File: src/rtl/stack_seq_pkg.sv
`timescale 1ns/1ps
package stack_seq_pkg;
  localparam int STEP_W = 3;
  localparam logic [7:0] FLAG_B = 8'h10;
  localparam logic [7:0] FLAG_D = 8'h08;
  localparam logic [7:0] FLAG_I = 8'h04;
  localparam logic [15:0] VEC_NMI = 16'hFFFA;
  localparam logic [15:0] VEC_RST = 16'hFFFC;
  localparam logic [15:0] VEC_IRQ = 16'hFFFE;

  typedef enum logic [3:0] {
    OP_CALL = 4'd0, OP_RET = 4'd1, OP_RTI = 4'd2, OP_BRK = 4'd3, OP_INT = 4'd4,
    OP_RST = 4'd5, OP_PUSHR = 4'd6, OP_PULLR = 4'd7, OP_PUSHP = 4'd8,
    OP_PULLP = 4'd9, OP_IDLE = 4'd15
  } op_e;

  typedef enum logic [3:0] {
    AC_NONE, AC_WPCH, AC_WPCL, AC_WP, AC_WREG,
    AC_RLO, AC_RHI, AC_RP, AC_RREG, AC_VLO, AC_VHI
  } acc_e;

  // Bus access performed at a given step of a command.
  function automatic acc_e step_acc(op_e op, logic [STEP_W-1:0] st);
    acc_e a;
    a = AC_NONE;
    case (op)
      OP_CALL: a = (st == 3'd0) ? AC_WPCH : (st == 3'd1) ? AC_WPCL : AC_NONE;
      OP_RET:  a = (st == 3'd0) ? AC_RLO : (st == 3'd1) ? AC_RHI : AC_NONE;
      OP_RTI:  a = (st == 3'd0) ? AC_RP : (st == 3'd1) ? AC_RLO :
                   (st == 3'd2) ? AC_RHI : AC_NONE;
      OP_BRK, OP_INT: begin
        case (st)
          3'd0: a = AC_WPCH;
          3'd1: a = AC_WPCL;
          3'd2: a = AC_WP;
          3'd3: a = AC_VLO;
          3'd4: a = AC_VHI;
          default: a = AC_NONE;
        endcase
      end
      OP_RST:   a = (st == 3'd0) ? AC_VLO : (st == 3'd1) ? AC_VHI : AC_NONE;
      OP_PUSHR: a = (st == 3'd0) ? AC_WREG : AC_NONE;
      OP_PULLR: a = (st == 3'd0) ? AC_RREG : AC_NONE;
      OP_PUSHP: a = (st == 3'd0) ? AC_WP : AC_NONE;
      OP_PULLP: a = (st == 3'd0) ? AC_RP : AC_NONE;
      default:  a = AC_NONE;
    endcase
    return a;
  endfunction

  function automatic logic [7:0] entry_flags(logic [7:0] p);
    return (p | FLAG_I) & ~FLAG_D;
  endfunction

  function automatic logic [15:0] ret_addr(logic [15:0] pc);
    return pc + 16'd2;
  endfunction
endpackage

File: src/rtl/stack_ptr.sv
`timescale 1ns/1ps
module stack_ptr #(
  parameter logic [7:0] SP_INIT = 8'hFF
) (
  input  logic       clk,
  input  logic       rst_n,
  input  logic       dec,
  input  logic       inc,
  output logic [7:0] sp,
  output logic [7:0] sp_dn
);
  logic [7:0] sp_q;

  always_ff @(posedge clk) begin
    if (!rst_n)   sp_q <= SP_INIT;
    else if (dec) sp_q <= sp_q - 8'd1;
    else if (inc) sp_q <= sp_q + 8'd1;
  end

  assign sp    = sp_q;
  assign sp_dn = sp_q - 8'd1;

  // the sequencer never asks for both directions in one cycle
  p_one_dir_r3: assert property (@(posedge clk) disable iff (!rst_n) !(dec && inc));
endmodule

File: src/rtl/nmi_edge.sv
`timescale 1ns/1ps
module nmi_edge (
  input  logic clk,
  input  logic rst_n,
  input  logic nmi_in,
  input  logic take,
  output logic pend
);
  logic nmi_q, pend_q, rise;

  assign rise = nmi_in & ~nmi_q;

  always_ff @(posedge clk) begin
    if (!rst_n) begin
      nmi_q  <= 1'b0;
      pend_q <= 1'b0;
    end else begin
      nmi_q  <= nmi_in;
      pend_q <= rise | (pend_q & ~take);
    end
  end

  assign pend = pend_q;

  // a served request is consumed unless a new edge arrives
  p_clear_r8: assert property (@(posedge clk) disable iff (!rst_n)
    (take && !rise) |=> !pend);
endmodule

File: src/rtl/stack_seq.sv
`timescale 1ns/1ps
module stack_seq
  import stack_seq_pkg::*;
#(
  parameter logic [7:0] STACK_PAGE = 8'h01,
  parameter logic [7:0] SP_INIT    = 8'hFF
) (
  input  logic        clk,
  input  logic        rst_n,
  input  logic        start,
  input  logic [3:0]  op_in,
  input  logic [15:0] pc_in,
  input  logic [7:0]  p_in,
  input  logic [7:0]  reg_in,
  input  logic [15:0] target_in,
  input  logic        irq_in,
  input  logic        nmi_in,
  input  logic [7:0]  rd_data,
  output logic [15:0] bus_addr,
  output logic [7:0]  bus_wdata,
  output logic        bus_we,
  output logic        busy,
  output logic        done,
  output logic [15:0] pc_out,
  output logic [7:0]  p_out,
  output logic [7:0]  reg_out,
  output logic [7:0]  sp_out
);
  logic              busy_q;
  logic [STEP_W-1:0] step_q;
  op_e               op_q;
  logic [15:0]       pc_q, tgt_q, vec_q;
  logic [7:0]        p_q, reg_q, lo_q, hi_q, pp_q, rr_q;

  // named internal events
  acc_e        acc;
  logic        accept, finish, is_wr, is_srd, is_vrd;
  logic        nmi_pend, nmi_take, irq_ok;
  op_e         op_cmd, op_eff;
  logic [15:0] vec_sel, pc_push;
  logic [7:0]  p_push, sp_q, sp_dn;

  assign acc    = busy_q ? step_acc(op_q, step_q) : AC_NONE;
  assign accept = start && !busy_q;
  assign finish = busy_q && (acc == AC_NONE);
  assign is_wr  = (acc == AC_WPCH) || (acc == AC_WPCL) || (acc == AC_WP) || (acc == AC_WREG);
  assign is_srd = (acc == AC_RLO) || (acc == AC_RHI) || (acc == AC_RP) || (acc == AC_RREG);
  assign is_vrd = (acc == AC_VLO) || (acc == AC_VHI);

  assign op_cmd   = op_e'(op_in);
  assign irq_ok   = irq_in && !p_in[2];
  assign nmi_take = accept && (op_cmd == OP_INT) && nmi_pend;

  always_comb begin
    case (op_cmd)
      OP_CALL, OP_RET, OP_RTI, OP_BRK, OP_RST,
      OP_PUSHR, OP_PULLR, OP_PUSHP, OP_PULLP: op_eff = op_cmd;
      OP_INT:  op_eff = (nmi_pend || irq_ok) ? OP_INT : OP_IDLE;
      default: op_eff = OP_IDLE;
    endcase
    if (op_cmd == OP_RST)   vec_sel = VEC_RST;
    else if (nmi_take)      vec_sel = VEC_NMI;
    else                    vec_sel = VEC_IRQ;
  end

  stack_ptr #(.SP_INIT(SP_INIT)) u_sp (
    .clk(clk), .rst_n(rst_n), .dec(is_wr), .inc(is_srd), .sp(sp_q), .sp_dn(sp_dn)
  );

  nmi_edge u_nmi (
    .clk(clk), .rst_n(rst_n), .nmi_in(nmi_in), .take(nmi_take), .pend(nmi_pend)
  );

  // command sequencing
  always_ff @(posedge clk) begin
    if (!rst_n) begin
      busy_q <= 1'b0;
      step_q <= '0;
      op_q   <= OP_IDLE;
      pc_q   <= '0;
      tgt_q  <= '0;
      vec_q  <= '0;
      p_q    <= '0;
      reg_q  <= '0;
    end else if (accept) begin
      busy_q <= 1'b1;
      step_q <= '0;
      op_q   <= op_eff;
      pc_q   <= pc_in;
      tgt_q  <= target_in;
      vec_q  <= vec_sel;
      p_q    <= p_in;
      reg_q  <= reg_in;
    end else if (finish) begin
      busy_q <= 1'b0;
    end else if (busy_q) begin
      step_q <= step_q + 1'b1;
    end
  end

  // capture of read bytes
  always_ff @(posedge clk) begin
    if (!rst_n) begin
      lo_q <= '0;
      hi_q <= '0;
      pp_q <= '0;
      rr_q <= '0;
    end else begin
      if (acc == AC_RLO || acc == AC_VLO) lo_q <= rd_data;
      if (acc == AC_RHI || acc == AC_VHI) hi_q <= rd_data;
      if (acc == AC_RP)                   pp_q <= rd_data;
      if (acc == AC_RREG)                 rr_q <= rd_data;
    end
  end

  assign pc_push = (op_q == OP_CALL || op_q == OP_BRK) ? ret_addr(pc_q) : pc_q;
  assign p_push  = (op_q == OP_BRK) ? (p_q | FLAG_B) :
                   (op_q == OP_INT) ? (p_q & ~FLAG_B) : p_q;

  always_comb begin
    case (acc)
      AC_WPCH: bus_wdata = pc_push[15:8];
      AC_WPCL: bus_wdata = pc_push[7:0];
      AC_WP:   bus_wdata = p_push;
      AC_WREG: bus_wdata = reg_q;
      default: bus_wdata = 8'h00;
    endcase
    if (is_wr)       bus_addr = {STACK_PAGE, sp_dn};
    else if (is_srd) bus_addr = {STACK_PAGE, sp_q};
    else if (is_vrd) bus_addr = vec_q + {15'd0, acc == AC_VHI};
    else             bus_addr = 16'h0000;
  end

  always_comb begin
    case (op_q)
      OP_CALL:                 pc_out = tgt_q;
      OP_RET:                  pc_out = {hi_q, lo_q} + 16'd1;
      OP_RTI, OP_BRK, OP_INT,
      OP_RST:                  pc_out = {hi_q, lo_q};
      default:                 pc_out = pc_q;
    endcase
    case (op_q)
      OP_RTI, OP_PULLP:        p_out = pp_q;
      OP_BRK, OP_INT, OP_RST:  p_out = entry_flags(p_q);
      default:                 p_out = p_q;
    endcase
  end

  assign bus_we  = is_wr;
  assign busy    = busy_q;
  assign done    = finish;
  assign reg_out = rr_q;
  assign sp_out  = sp_q;

  // every write lands in the stack page
  p_wr_page_r2: assert property (@(posedge clk) disable iff (!rst_n)
    bus_we |-> bus_addr[15:8] == STACK_PAGE);
  // done is a single-cycle pulse
  p_done_pulse_r12: assert property (@(posedge clk) disable iff (!rst_n)
    done |=> !done);
  // reset entry never writes
  p_reset_no_wr_r10: assert property (@(posedge clk) disable iff (!rst_n)
    (busy_q && op_q == OP_RST) |-> !bus_we);
  // vector fetches are reads in the top vector block
  p_vec_read_r7: assert property (@(posedge clk) disable iff (!rst_n)
    is_vrd |-> (!bus_we && bus_addr[15:3] == 13'h1FFF));
  // a strobe during a command leaves the command in place
  p_ignore_start_r13: assert property (@(posedge clk) disable iff (!rst_n)
    (busy_q && !finish && start) |=> (busy_q && $stable(op_q)));
endmodule

File: config.mk
export PLATFORM = sky130hd
export DESIGN_NAME = stack_seq
export DESIGN_NICKNAME = d
export VERILOG_FILES = /design/src/rtl/stack_seq_pkg.sv /design/src/rtl/stack_ptr.sv /design/src/rtl/nmi_edge.sv /design/src/rtl/stack_seq.sv
export SDC_FILE = /design/constraint.sdc
export NUM_CORES = 1
export LEC_CHECK = 0
export ABC_AREA = 1
export CORE_MARGIN = 2
export CORE_UTILIZATION = 54
export DETAILED_ROUTE_END_ITERATION = 12
export PLACE_DENSITY = 0.82
export SYNTH_ARGS = -nofsm -noshare
export SYNTH_HDL_FRONTEND = slang
export SYNTH_SLANG_ARGS = --single-unit
export TNS_END_PERCENT = 5
File: constraint.sdc
create_clock -name clk -period 5.01 [get_ports clk]
set_input_delay 1.002 -clock clk [delete_from_list [all_inputs] [get_ports clk]]
set_output_delay 1.002 -clock clk [all_outputs]
set_load 0.05 [all_outputs]
; ---- Yosys cells after proc, flatten, opt, wreduce, memory -nomap -nowiden
; Cells that the tools add are included.
[totals]
register_bits = 114
latchBits = 0
mem_bits_rw = 0
romBits = 0
input_bits = 65
output_inout_bits = 67
memories = 0
[op_classes]
n_addsub = 6
n_mul = 0
div_mod_pow = 0
magnitude_cmp = 0
n_eq_ne = 32
shift = 0
n_mux = 33
bitwise_logic = 7
n_reduce_logical = 31
[ops]
columns = operator, count
row1 = 16-bit 2-to-1 mux, 4
row2 = "4-bit by 3-bit == test with 1-bit output, second input constant", 12
row3 = 16-bit case mux with 3 select lines, 1
row4 = 4-bit case mux with 9 select lines, 1
row5 = 8-bit case mux with 4 select lines, 1
row6 = "4-bit == test, second input constant", 7
row7 = 3-bit 2-to-1 mux, 9
row8 = "4-bit by 2-bit == test with 1-bit output, second input constant", 6
row9 = 4-bit 2-to-1 mux, 5
row10 = 4-bit case mux with 5 select lines, 1
row11 = 16-bit by 1-bit adder with 16-bit output, 1
row12 = "16-bit by 1-bit adder with 16-bit output, second input constant", 1
row13 = "16-bit by 2-bit adder with 16-bit output, second input constant", 1
row14 = 8-bit 2-to-1 mux, 2
row15 = 8-bit case mux with 2 select lines, 1
row16 = "4-bit by 1-bit == test with 1-bit output, second input constant", 3
row17 = 4-bit logical NOT, 3
row18 = 1-bit logical OR, 11
row19 = 5-bit 2-to-1 mux, 2
row20 = 9-bit OR reduction, 1
row21 = "8-bit by 1-bit adder with 8-bit output, second input constant", 1
row22 = 4-bit case mux with 2 select lines, 1
row23 = "8-bit by 1-bit subtractor with 8-bit output, second input constant", 1
row24 = "3-bit by 2-bit == test with 1-bit output, second input constant", 2
row25 = 16 further kinds, 31

; ---- Longest topological paths before layout
; Gate-level depths: netlist of run 1.
[logic_depth]
ltp_word = 12
mapped_depth = 17
depth_no_buf = 16

; ---- Modules after synthesis
; From an unflattened synthesis of run 1, not the netlist that was laid out.
[hier_totals]
cells_unflattened = 917
hier_area_um2 = 6053.3
[by_module_without_submodules]
columns = mod, n_inst, cells_per_inst, area_each_um2
row1 = stack_seq, 1, 810, 5395.2
row2 = stack_ptr, 1, 98, 589.3
row3 = nmi_edge, 1, 9, 68.8

; ---- Least setup slack after synthesis of run 1
; No wires, ideal clock.
[synth_path]
path_kind = flip-flop to output port
from = reg step_q[0]
to = out bus_addr[1]
t_arrival_ns = 2.484
required_time_ns = 4.008
setup_slack_ns = 1.524
path_stages_with_launch = 15
path_buffers = 0
cell_sequence = dfxtp_1 -> inv_1 -> ha_1 -> inv_1 -> nor2_1 -> nand3_1 -> nand2_1 -> nand2_1 -> nand3_2 -> nand2_2 -> nand2_2 -> nand2_1 -> nand2_2 -> inv_2 -> o211ai_1
[synth_between]
elab_chain_cells = 12
elab_cells_between_ends = 42
classes_between = add/sub: 1 / eq/ne: 14 / mux: 19 / reduce/logical: 8
[synth_rtl]
columns = element, line_no
row1 = start: declaration, stack_seq.sv:30  ; logic [STEP_W-1:0] step_q;
row2 = start signal: assignment, stack_seq.sv:97  ; step_q <= step_q + 1'b1;
row3 = 3-bit by 2-bit == test with 1-bit output, "stack_seq_pkg.sv:30, stack_seq_pkg.sv:32"
row4 = 3-bit 2-to-1 mux, stack_seq_pkg.sv:30  ; (st == 3'd2) ? AC_RHI : AC_NONE;
row5 = 3-bit 2-to-1 mux (2 in a row), stack_seq_pkg.sv:29  ; OP_RTI: a = (st == 3'd0) ? AC_RP : (st == 3'd1) ? AC_RLO :
row6 = 4-bit case mux with 9 select lines *, stack_seq_pkg.sv:26  ; case (op)
row7 = 4-bit 2-to-1 mux *, stack_seq.sv:43  ; assign acc = busy_q ? step_acc(op_q, step_q) : AC_NONE;
row8 = "parallel branches: the longest is 5 deep, another holds 16-bit by 1-bit adder with 16-bit output", n/a
row9 = 16-bit 2-to-1 mux *, stack_seq.sv:128  ; if (is_wr) bus_addr = {STACK_PAGE, sp_dn};
row10 = end: declaration, stack_seq.sv:19  ; output logic [15:0] bus_addr,
; Mark *: on every way between the ends.

; ---- Worst setup path in the final report of run 1
[layout_path]
from = reg step_q[0]
to = out bus_addr[14]
; The elaborated chain is that of the path after synthesis.

==> results of run 1 <==
[cell families after synthesis]
| kind of cell | after synthesis | share of synthesized area [%] |
|---|---|---|
| AO/OA/AOI/OAI | 171 | 18.7 |
| XOR/XNOR | 18 | 2.83 |
| adder cells (fa/ha/maj) | 9 | 2.02 |
| buffers and inverters | 134 | 9.66 |
| flip-flops | 101 | 36.3 |
| AND/OR/NAND/NOR | 387 | 30.5 |
[power by group through the flow]
stage	clock (mW)	combinational (mW)	sequential, mW
floorplan	0	0.212	0.903
global placement	0	0.369	0.892
detailed placement	0	0.375	0.893
CTS	0.502	0.378	0.875
global route	0.535	0.408	0.881
finish	0.501	0.379	0.876
[stage by stage]
step / instance area, µm² / utilization [%] / worst slack [ns] / instances / power [mW]
5_1_grt: 7120 / 69.9 / 0.179 / 1076 / 1.82
3_3_place_gp: 6930 / 68.1 / 0.996 / 1060 / 1.26
2_1_floorplan: 5570 / - / 1.52 / 820 / 1.12
3_5_place_dp: 6930 / 68.1 / 0.855 / 1060 / 1.27
4_1_cts: 7120 / 69.9 / 0.452 / 1076 / 1.75
6_report: 7120 / 69.9 / 0.372 / 1076 / 1.76
[synth_stat cells (14+ instances only)]
master,n,area [µm²]
nand3_1,57,285
dfxtp_1,101,2020
nor3_1,14,70.1
clkbuf_1,18,67.6
nor2_1,52,195
a22o_1,19,166
o21ai_0,82,410
nand4_1,18,113
nand2_2,15,93.8
nand2_1,218,818
a21oi_1,33,165
xor2_1,18,158
inv_1,98,368
[area by class of cell]
| class | instances | area share [%] |
|---|---|---|
| multi-input cells | 585 | 42.4 |
| clock buffers | 12 | 2.04 |
| clock inverters | 4 | 0.510 |
| well taps | 136 | 2.39 |
| flip-flops and latches | 101 | 28.4 |
| inverters | 104 | 5.49 |
| repair buffers | 134 | 18.7 |
[sequential cells by signal, indices dropped and copies added, names as in the netlist]
signal	flops
busy	1
hi_q	8
lo_q	8
op_q	4
p_q	8
pc_q	16
pp_q	8
reg_out	8
reg_q	8
step_q	3
tgt_q	16
u_nmi.nmi_q	1
u_nmi.pend	1
u_sp.sp	8
vec_q	3
[metal layers]
metal / routed length [µm] / track usage [%] / vias to the layer above
met2: 8100 / 51.4 / 253
met1: 7430 / 40.5 / 2743
met5: 0 / 0 / -
li1: - / - / 2940
met4: 506 / 11.7 / 0
met3: 1240 / 5.81 / 36
[final timing paths]
path	slack, ns	startpoint	endpoint	cells after the start
min	0.43	u_nmi.nmi_q$_SDFF_PN0_	u_nmi.pend$_SDFF_PN0_	1
max reg2reg	2.41	step_q[0]$_SDFFE_PP0P_	u_sp.sp[0]$_SDFFE_PN1P_	15
max	0.37	step_q[0]$_SDFFE_PP0P_	bus_addr[14]	13
min reg2reg	0.43	u_nmi.nmi_q$_SDFF_PN0_	u_nmi.pend$_SDFF_PN0_	1
[worst reg2reg max path, stage by stage (launching register included)]
cell,delay (ns)
dfxtp_1,0.34
inv_1,0.11
ha_1,0.23
inv_1,0.05
nor2_1,0.23
nand3_1,0.18
nand2_1,0.09
nand2_1,0.06
nand3_2,0.09
nand2_2,0.14
nand3_2,0.30
nand2_2,0.19
inv_2,0.17
nand2_2,0.14
nand2_1,0.09
nand3_1,0.07
==> impl_metrics.ini, run 1 <==
[route]
drc = 0
ant_nets = 0
dr.first_iter.drc_count = 408
drt-total-wl_mm = 17.3
routedWlPerCell_um = 16.1
viasPerCell = 5.55
dr.pass1.iters = 5
vias = 5972

[global_routing]
grt_pass1_vias = 5699
grt_pass1_wl_mm = 27.8
grt_overflow = 0
grt_util_all_layers_pct = 31.1
grt_max_degree = 38
antenna_found_initial = 0

[setup_path]
crit_path_start_kind = flop
path_max_fanout = 7
crit_path_max_incr_delay_ns = 0.84
cp_slowest_cell = clkdlybuf4s50_1
crit_family = buffers and inverters
worstPathCellList = inv_1 -> ha_1 -> inv_1 -> nor2_1 -> nand3_1 -> nand2_2 -> o21ai_4 -> nor2_1 -> nand2_1 -> o21ai_0 -> nand2_1 -> inv_1 -> clkdlybuf4s50_1
critPathKind = flop to primary output
crit_top_cell = inv_1
cp-end-kind = primary output
worst_ep_arrival_time_ns = 3.64
critPathRequiredTime_ns = 4.01
worstPathBufferInverterCount = 4

[cells_and_area]
drive_above_1_share_pct = 5.53
nets = 1009
final_cell_mix = nand2_1 (218), clkdlybuf4s50_1 (131), dfxtp_1 (101)
multi_input_area_um2 = 3020
insertedDiodeCount = 0
regArea_um2 = 2020
num-fill-cells = 897
final_common_cell = nand2_1
area_delta_synth_final_pct = 27.7

[power]
clkPwrFrac_pct = 28.5
power_frac_comb_pct = 21.6
peakVddDrop_v = 0.000218
p_leak_nw = 2.95
power_switching_mw = 0.567
p_seq_share_pct = 49.9
p_per_area_nw_per_um2 = 247
p_int_mw = 1.19
power.share.switching_pct = 32.3

[place]
hpwl_mm = 13.2
port_buffers = 131
gp_congestion = 0.964

[synth]
postSynth.asyncResetShare_pct = 0
synth_cell_types = 40
synth.net_count = 894
synth_seq_cells = 101
synth_ff_type = dfxtp_1
synth_area_um2 = 5570
synth_enable_flop_cells = 0
yosysSeqAreaShare_pct = 36.3
ys_warn_count = 0
syn_inst = 820
syn_area_per_cell_um2 = 6.79

[clocking]
cts_setup_buffers = 0
clock-sinks = 101
cts_tree = yes
htree_num_levels = 3
cts_max_path_buffers = 2
cts_buffers = 9
clk-insertion-delay-late_ns = 0.38
cts_hold_buf = 0
cts_resized = 0
root_buffer = clkbuf_8
clk_pin_slew_ns = 0.09

[flow_run]
cap_violations = 0

[run_status]
status = finished clean

[timing]
setup_violations = 0
maxClockFrequency_mhz = 216
final.period_utilization_pct = 92.6
hold_ws_ns = 0.435
clock-skew-final_ns = 0.0146
worst_slew_margin_rel_pct = 32.9
fin_tns_setup_ns = 0
worst_slew_pin_slew_ns = 1.00
slew_violations = 0
hold_viol = 0
final.min_clock_period_ns = 4.64
rsz0062_at_grt = false

[floorplanning]
num_rows = 37
initial_utilization_pct = 54.7
die_height_um = 106
io_pins = 132
core_area_um2 = 10200
chipWidth_um = 106
die_area_um2 = 11100

[hold_path]
worstHoldPathType = flop to flop
(Power assumes the default switching activity.)
==> inputs of run 2 (changes only) <==
CORE_UTILIZATION = 55   (was 54)
SYNTH_HIERARCHICAL = 1   (was unset)
==> impl_metrics.ini, run 2 <==
[run_status]
status = finished clean

[power]
peakVddDrop_v = 0.000180
report.power.total_mw = 1.82
p_leak_nw = 3.21
p_per_area_nw_per_um2 = 239

[cells_and_area]
area_delta_synth_final_pct = 25.7
final_area_um2 = 7610
drive_above_1_share_pct = 6.67
fin_cells = 1175
final_common_cell = nand2_1
nets = 1104
final_cell_mix = nand2_1 (259), clkdlybuf4s50_1 (131), nor2_1 (107)
fin_util_pct = 70.5
insertedDiodeCount = 0
top_regs = pc_q x16, tgt_q x16

[clocking]
cts_hold_buf = 0
htree_num_levels = 3
cts_buffers = 9
cts_tree = yes
root_buffer = clkbuf_8
cts_resized = 0
clock-sinks = 101
cts_max_path_buffers = 2
cts_setup_buffers = 0
clk-insertion-delay-late_ns = 0.39
clk_pin_slew_ns = 0.11

[setup_path]
worstPathCellList = inv_1 -> ha_1 -> nand2_2 -> nand2_1 -> nand3b_1 -> nand3_2 -> o21ai_4 -> nand2_1 -> nor2_1 -> nor2_1 -> nand2_1 -> clkdlybuf4s50_1
worst_ep_arrival_time_ns = 3.44
crit_top_cell = nand2_1
cp_slowest_cell = clkdlybuf4s50_1
critPathKind = flop to primary output
crit_path_max_incr_delay_ns = 0.81
path_max_fanout = 12
cp-end-kind = primary output
crit_family = simple AND/OR/NAND/NOR gates
critPathRequiredTime_ns = 4.01
worstPathBufferInverterCount = 2
crit_path_start_kind = flop

[timing]
fin_tns_setup_ns = 0
final.period_utilization_pct = 88.7
rsz0062_at_grt = false
hold_viol = 0
worst_slew_margin_rel_pct = 42.3
hold_ws_ns = 0.453
worst_slack_ns = 0.565
clock-skew-final_ns = 0.0219
slew_violations = 0
final.min_clock_period_ns = 4.44
worst_slew_pin_slew_ns = 0.864
maxClockFrequency_mhz = 225
setup_violations = 0

[global_routing]
grt_overflow = 0
antenna_found_initial = 0
grt_max_degree = 37
grt_pass1_vias = 5500
grt_util_all_layers_pct = 30.2
grt_pass1_wl_mm = 27.8

[synth]
yosysTopAreaCell = dfxtp_1
syn_inst = 917
postSynth.asyncResetShare_pct = 0
ys_warn_count = 6
synth_enable_flop_cells = 0
netlist.area_leader.share_pct = 33.4
yosysMostFrequentCell = nand2_1
syn_area_per_cell_um2 = 6.60
yosysSeqAreaShare_pct = 33.4
synth.net_count = 991
synth_cell_types = 44
synth_area_um2 = 6050
synth_common_cells = nand2_1 (259), nor2_1 (109), dfxtp_1 (101)
synth_ff_type = dfxtp_1
synth_seq_cells = 101
yosys-top-cells-area = dfxtp_1 (33%), nand2_1 (16%), nor2_1 (6.8%), inv_1 (6.1%), nand3_1 (5.0%)

[place]
dp.cells = 1159
hpwl_mm = 13.6
gp_congestion = 1.01
placed_area_um2 = 7390
port_buffers = 131
preCtsSetupSlack_ns = 1.06

[route]
vias = 6347
viasPerCell = 5.40
dr.pass1.iters = 7
routedWlPerCell_um = 15.2
dr.first_iter.drc_count = 473
drc = 0
drt-total-wl_mm = 17.9
ant_nets = 0

[floorplanning]
die_area_um2 = 11900
io_pins = 132
core_area_um2 = 10800
die_height_um = 109
chipWidth_um = 109
num_rows = 38
initial_utilization_pct = 56.1

[flow_run]
cap_violations = 0

[hold_path]
worstHoldPathType = flop to flop
-- run 2: cell count changes after synthesis, sizes merged, moves of 3 or more --
cell / before / now
o2111ai: 10 / 6
nand4: 18 / 28
o211ai: 10 / 1
inv: 103 / 107
nand2: 233 / 274
clkbuf: 18 / 14
a221oi: 0 / 3
buf: 12 / 21
nand3b: 1 / 4
nor2: 58 / 120
nand3: 60 / 67
o21ai: 85 / 60
-- run 2: layer usage --
metal	vias to the layer above	global-route usage, %	part of all wire [%]	routed length [µm]
met5	-	0	0	0
met4	0	7.88	2.0	350
met3	29	4.60	7.4	1320
met2	267	48.8	45	8120
met1	2849	42.2	45	8080
li1	3202	-	-	-
-- run 2: final cells by class --
class,count,area (µm²)
clock buffers,9,124
clock inverters,7,97.6
fillers,948,3190
inverters,109,409
multi-input cells,672,3420
flip-flops and latches,101,2020
well taps,140,175
repair buffers,137,1360
-- run 2: tightest hold or removal path, stage by stage (launching register included) --
cell and delay (ns):
dfxtp_1 0.33, nand2_1 0.06, nand2_1 0.04
-- run 2: cell families after synthesis --
kind of cell | synth area share [%]
AND/OR/NAND/NOR | 38.3
buffers and inverters | 10.2
flip-flops | 33.4
XOR/XNOR | 2.46
adder cells (fa/ha/maj) | 1.86
AO/OA/AOI/OAI | 13.7
-- run 2: path summary, 6_finish.rpt --
check	slack, ns	end	start	cells after the start
max	0.57	bus_wdata[0]	step_q[0]$_SDFFE_PP0P_	12
min	0.45	tgt_q[0]$_SDFFE_PN0P_	tgt_q[0]$_SDFFE_PN0P_	2
max reg2reg	2.43	op_q[2]$_SDFFE_PN1P_	busy$_SDFFE_PN0P_	8
min reg2reg	0.45	tgt_q[0]$_SDFFE_PN0P_	tgt_q[0]$_SDFFE_PN0P_	2
-- run 2: power by group --
| part | internal (mW) | total (mW) | switching [mW] |
|---|---|---|---|
| clock | 0.248 | 0.572 | 0.324 |
| sequential | 0.840 | 0.884 | 0.0438 |
| combinational | 0.140 | 0.361 | 0.221 |
